**src/rtl/sink_drv_pkg.sv**
```systemverilog
package sink_drv_pkg;
  parameter int unsigned DEV_BITS = 8;
endpackage

```
**src/rtl/sink_drv_edge.sv**
```systemverilog
module sink_drv_edge (
  input  logic clk_i,
  input  logic rst_ni,
  input  logic lvl_i,
  output logic rise_o
);
  logic lvl_q;

  always_ff @(posedge clk_i or negedge rst_ni) begin
    if (!rst_ni) lvl_q <= 1'b0;
    else         lvl_q <= lvl_i;
  end

  assign rise_o = lvl_i & ~lvl_q;
endmodule

```
**src/rtl/sink_drv_stage.sv**
```systemverilog
module sink_drv_stage #(
  parameter int unsigned W = 8
) (
  input  logic         clk_i,
  input  logic         arst_ni,
  input  logic         shift_i,
  input  logic         ser_i,
  output logic [W-1:0] q_o,
  output logic         ser_o
);
  logic [W-1:0] q;

  always_ff @(posedge clk_i or negedge arst_ni) begin
    if (!arst_ni)     q <= '0;
    else if (shift_i) q <= {q[W-2:0], ser_i};
  end

  assign q_o   = q;
  assign ser_o = q[W-1];
endmodule

```
**src/rtl/sink_drv_store.sv**
```systemverilog
module sink_drv_store #(
  parameter int unsigned W = 8
) (
  input  logic         clk_i,
  input  logic         rst_ni,
  input  logic         load_i,
  input  logic [W-1:0] d_i,
  output logic [W-1:0] q_o
);
  always_ff @(posedge clk_i or negedge rst_ni) begin
    if (!rst_ni)     q_o <= '0;
    else if (load_i) q_o <= d_i;
  end
endmodule

```
**src/rtl/latched_sink_driver.sv**
```systemverilog
module latched_sink_driver
  import sink_drv_pkg::*;
#(
  parameter int unsigned NUM_DEV = 1
) (
  input  logic                         clk_i,
  input  logic                         rst_ni,
  input  logic                         sclk_i,
  input  logic                         rclk_i,
  input  logic                         ser_i,
  input  logic                         clr_ni,
  input  logic                         oe_ni,
  output logic                         ser_o,
  output logic [NUM_DEV*DEV_BITS-1:0]  drive_low_o,
  output logic [NUM_DEV*DEV_BITS-1:0]  hiz_o
);
  localparam int unsigned CHAIN_W = NUM_DEV * DEV_BITS;

  logic               shift_rise, load_rise;
  logic               chain_rst_n;
  logic [CHAIN_W-1:0] chain_q;
  logic [CHAIN_W-1:0] store_q;
  logic [NUM_DEV:0]   link;

  sink_drv_edge u_sclk_edge (
    .clk_i (clk_i), .rst_ni(rst_ni), .lvl_i(sclk_i), .rise_o(shift_rise)
  );
  sink_drv_edge u_rclk_edge (
    .clk_i (clk_i), .rst_ni(rst_ni), .lvl_i(rclk_i), .rise_o(load_rise)
  );

  // clear reaches the shift chain only
  assign chain_rst_n = rst_ni & clr_ni;
  assign link[0]     = ser_i;

  for (genvar d = 0; d < NUM_DEV; d++) begin : g_dev
    sink_drv_stage #(.W(DEV_BITS)) u_stage (
      .clk_i  (clk_i),
      .arst_ni(chain_rst_n),
      .shift_i(shift_rise),
      .ser_i  (link[d]),
      .q_o    (chain_q[d*DEV_BITS +: DEV_BITS]),
      .ser_o  (link[d+1])
    );
  end

  // same-cycle strobes: store samples the pre-shift chain
  sink_drv_store #(.W(CHAIN_W)) u_store (
    .clk_i (clk_i),
    .rst_ni(rst_ni),
    .load_i(load_rise),
    .d_i   (chain_q),
    .q_o   (store_q)
  );

  for (genvar i = 0; i < CHAIN_W; i++) begin : g_pin
    assign drive_low_o[i] = store_q[i] & ~oe_ni;
    assign hiz_o[i]       = ~store_q[i] | oe_ni;
  end

  assign ser_o = link[NUM_DEV];
endmodule

```
**config.mk**
```make
export PLATFORM = sky130hd
export DESIGN_NAME = latched_sink_driver
export DESIGN_NICKNAME = d
export VERILOG_FILES = /design/src/rtl/sink_drv_pkg.sv /design/src/rtl/sink_drv_edge.sv /design/src/rtl/sink_drv_stage.sv /design/src/rtl/sink_drv_store.sv /design/src/rtl/latched_sink_driver.sv
export SDC_FILE = /design/constraint.sdc
export NUM_CORES = 1
export LEC_CHECK = 0
export BUFFER_PORTS_ARGS = -buffer_cell sky130_fd_sc_hd__buf_2
export CAP_MARGIN = 0
export CORE_UTILIZATION = 44
export CTS_CLUSTER_SIZE = 14
export DETAILED_ROUTE_END_ITERATION = 6
export PLACE_DENSITY = 0.72
export SKIP_LAST_GASP = 1
export SLEW_MARGIN = 20
export SYNTH_ARGS = -nofsm -noshare
export SYNTH_HDL_FRONTEND = slang
export SYNTH_SLANG_ARGS = --single-unit
```
**constraint.sdc**
```tcl
create_clock -name clk_i -period 0.95 [get_ports clk_i]
set_input_delay 0.095 -clock clk_i [delete_from_list [all_inputs] [get_ports clk_i]]
set_output_delay 0.095 -clock clk_i [all_outputs]
set_load 0.02 [all_outputs]
```
==> results.toml <==
[global_routing]
grt_pass1_wl_mm = 2.11
grtUsageTotal_pct = 15.9
grt_overflow = 0
grt_antenna_before_repair = 0
grt_max_degree = 11
grt_pass1_vias = 505

[timing]
hold_viol_final = 0
final_max_slew_viol_count = 0
period_needed_ns = 1.09
tightest_slew_ns = 0.328
finalSetupViolCount = 32
period_share_pct = 115
fin_worst_skew_ns = 0.00220
relSlewSlack_pct = 78.1
rsz0062_at_grt = "yes"
timing.final.ws_setup_ns = -0.139
fmax_mhz = 918

[cells_and_area]
multi_input_area_um2 = 324
postLayoutCellArea_mm2 = 0.00125
drive_gt1_share_pct = 60.8
final_nets = 106
register_area_um2 = 450
diodes = 0
stdcell_count = 122
fillers = 97
area_delta_synth_final_pct = 51.1

[logic_synthesis]
mappedNetlistArea_um2 = 827
synth_seq_area_share_pct = 54.5
ys_ff_latch = 18
yosys.cell_types.count = 7
netlist_instances = 55
syn_area_per_cell_um2 = 15.0
synthesis.nets = 62
yosys_warnings = 0

[place]
dpl_cell_area_um2 = 998
gp_congestion = 0.701
dp_cells = 104
io_buffers = 23

[die]
start_util_pct = 47.4
die_area_mm2 = 0.00206
dieWidth_um = 45.4
die_y_um = 45.4
core_area_mm2 = 0.00175
rows = 15
io_pins = 24

[run]
cap_violations = 0

[setup_path]
r2r_slack_ns = -0.14
crit_type = "register to register"
worst_path_largest_cell_delay_ns = 0.41
cp_slowest_cell = "dfrtp_1"
cp_cell_sequence = "nor2b_4, buf_12, mux2_4"
cp_data_arrival_time_ns = 1.26
cp-start-kind = "register"
crit_fanout = 8
cp_data_required_time_ns = 1.12
end_kind = "register"
worstReg2RegStart = "u_rclk_edge.lvl_q$_DFF_PN0_"
reg2reg_to = "u_store.q_o[1]$_DFFE_PN0P_"
reg2reg_depth = 3
cp-startpoint = "u_rclk_edge.lvl_q$_DFF_PN0_"

[clock_tree]
clock-sinks = 18
clock_latency_ns = 0.28
clk_pin_slew_ns = 0.08
cts_tree = "done"
cts_buffer_depth = 2
cts_buffers = 3
h-tree-depth = 1
cts_root_buf = "clkbuf_4"

[routing]
drt_pass1_iterations = 4
final_antenna_net_count = 0
detail_route.wl_per_cell_um = 12.1
postRouteWirelength_mm = 1.48
route.vias.total = 541
drc = 0
drt-initial-drc-count = 1
via_per_inst = 4.43

[min_path]
hold-path-cell-count = 2
hold_path_class = "input pin to register"
hold_end = "g_dev[0].u_stage.q_o[0]$_DFFE_PN0P_"
min-delay-start = "ser_i"

[power_and_ir_drop]
power_w = 0.00321
powerDensity_mw_per_mm2 = 2570
ir_drop_mv = 0.991
p_clk_share_pct = 10.9
p_seq_share_pct = 38.7
combPwrFrac_pct = 50.3
swShare_pct = 30.7
power.net_switching_w = 0.000987
power.internal_w = 0.00222
p_leak_nw = 0.670

[run_status]
violations = "negative setup slack"
status = "finished with violations"
## kinds of logic after synthesis
group / after synthesis / synth area share, %
buffers and inverters: 10 / 6.35
flip-flops: 18 / 54.5
multiplexers: 16 / 29.0
AND/OR/NAND/NOR: 11 / 10.1
## flip-flops by register name, indices dropped and copies added, names as in the netlist
signal,flops
u_rclk_edge.lvl_q,1
u_store.q_o,8
u_sclk_edge.lvl_q,1
g_dev.u_stage.q_o,8
## cell usage in the layout, fill, tap and decap left out
| cell | count |
|---|---|
| clkbuf_4 | 3 |
| buf_12 | 2 |
| and2_1 | 1 |
| nor2b_4 | 2 |
| inv_1 | 7 |
| mux2_4 | 16 |
| buf_6 | 17 |
| buf_4 | 12 |
| dfrtp_1 | 18 |
| dlygate4sd3_1 | 4 |
| buf_2 | 6 |
| nand2b_1 | 8 |
| inv_2 | 1 |
## layout make-up
class                      count  share of cell area (%)
multi-input combinational     27                    25.9
tap                           25                    2.50
timing repair buffer          41                    31.3
clock buffer                   3                    1.80
sequential                    18                    36.0
inverter                       8                    2.40
## power groups by stage
stage               Clock, W  Sequential (W)  Combinational [W]
finish              0.000351         0.00124            0.00162
global route        0.000401         0.00127            0.00171
CTS                 0.000377         0.00124            0.00153
detailed placement         0         0.00128            0.00103
global placement           0         0.00126            0.00100
floorplan                  0         0.00123           0.000764
## worst max path at each step
| stage | end | slack (ns) | cells after the start |
|---|---|---|---|
| after global placement | g_dev[0].u_stage.q_o[6]$_DFFE_PN0P_ | -0.12 | 3 |
| after global routing | drive_low_o[6] | -0.20 | 3 |
| after detailed placement | u_store.q_o[7]$_DFFE_PN0P_ | -0.13 | 3 |
| after floorplan | g_dev[0].u_stage.q_o[0]$_DFFE_PN0P_ | -0.09 | 3 |
| after CTS | u_store.q_o[7]$_DFFE_PN0P_ | -0.15 | 3 |
| final | u_store.q_o[1]$_DFFE_PN0P_ | -0.14 | 3 |
## repair_timing
| action | 4_1_cts | 5_1_grt |
|---|---|---|
| gates resized for setup | 32 | 3 |
| hold buffers | 3 | 1 |
| setup endpoints to repair | 33 | 33 |
| setup buffers | 9 | 2 |
| endpoints found under the hold margin | 20 | 1 |
## routing by layer
metal  vias to the layer above  part of all wire (%)  track usage [%]
li1                        258                     -                -
met1                       257                    40             16.4
met2                        21                    54             28.1
met3                         5                   3.4             2.80
met4                         0                   3.0             12.7
met5                         -                     0                0
## synth_stat cells
cell type | instances | area share, %
mux2_4 | 16 | 29
dfrtp_1 | 18 | 54
and2_1 | 1 | 0.76
buf_6 | 2 | 2.7
nor2b_4 | 2 | 3.3
inv_1 | 8 | 3.6
nand2b_1 | 8 | 6.1
## per-stage QoR
stage | setup TNS [ns] | worst slack [ns] | hold slack [ns] | util (%)
finish | -3.47 | -0.139 | 0.0375 | 71.6
global route | -4.90 | -0.198 | 0.0278 | 71.6
CTS | -3.57 | -0.146 | -0.0843 | 69.8
detailed placement | -1.85 | -0.125 | 0.0500 | 57.2
global placement | -1.74 | -0.118 | 0.0432 | 57.2
floorplan | -1.43 | -0.0895 | -0.201 | -
## worst max-delay path: cells and delay by family (launching register included)
family	cells	cell delay, ns
flip-flops	1	0.41
buffers and inverters	1	0.14
AND/OR/NAND/NOR	1	0.14
multiplexers	1	0.29
Note: power is estimated with default switching activity, not from simulation.
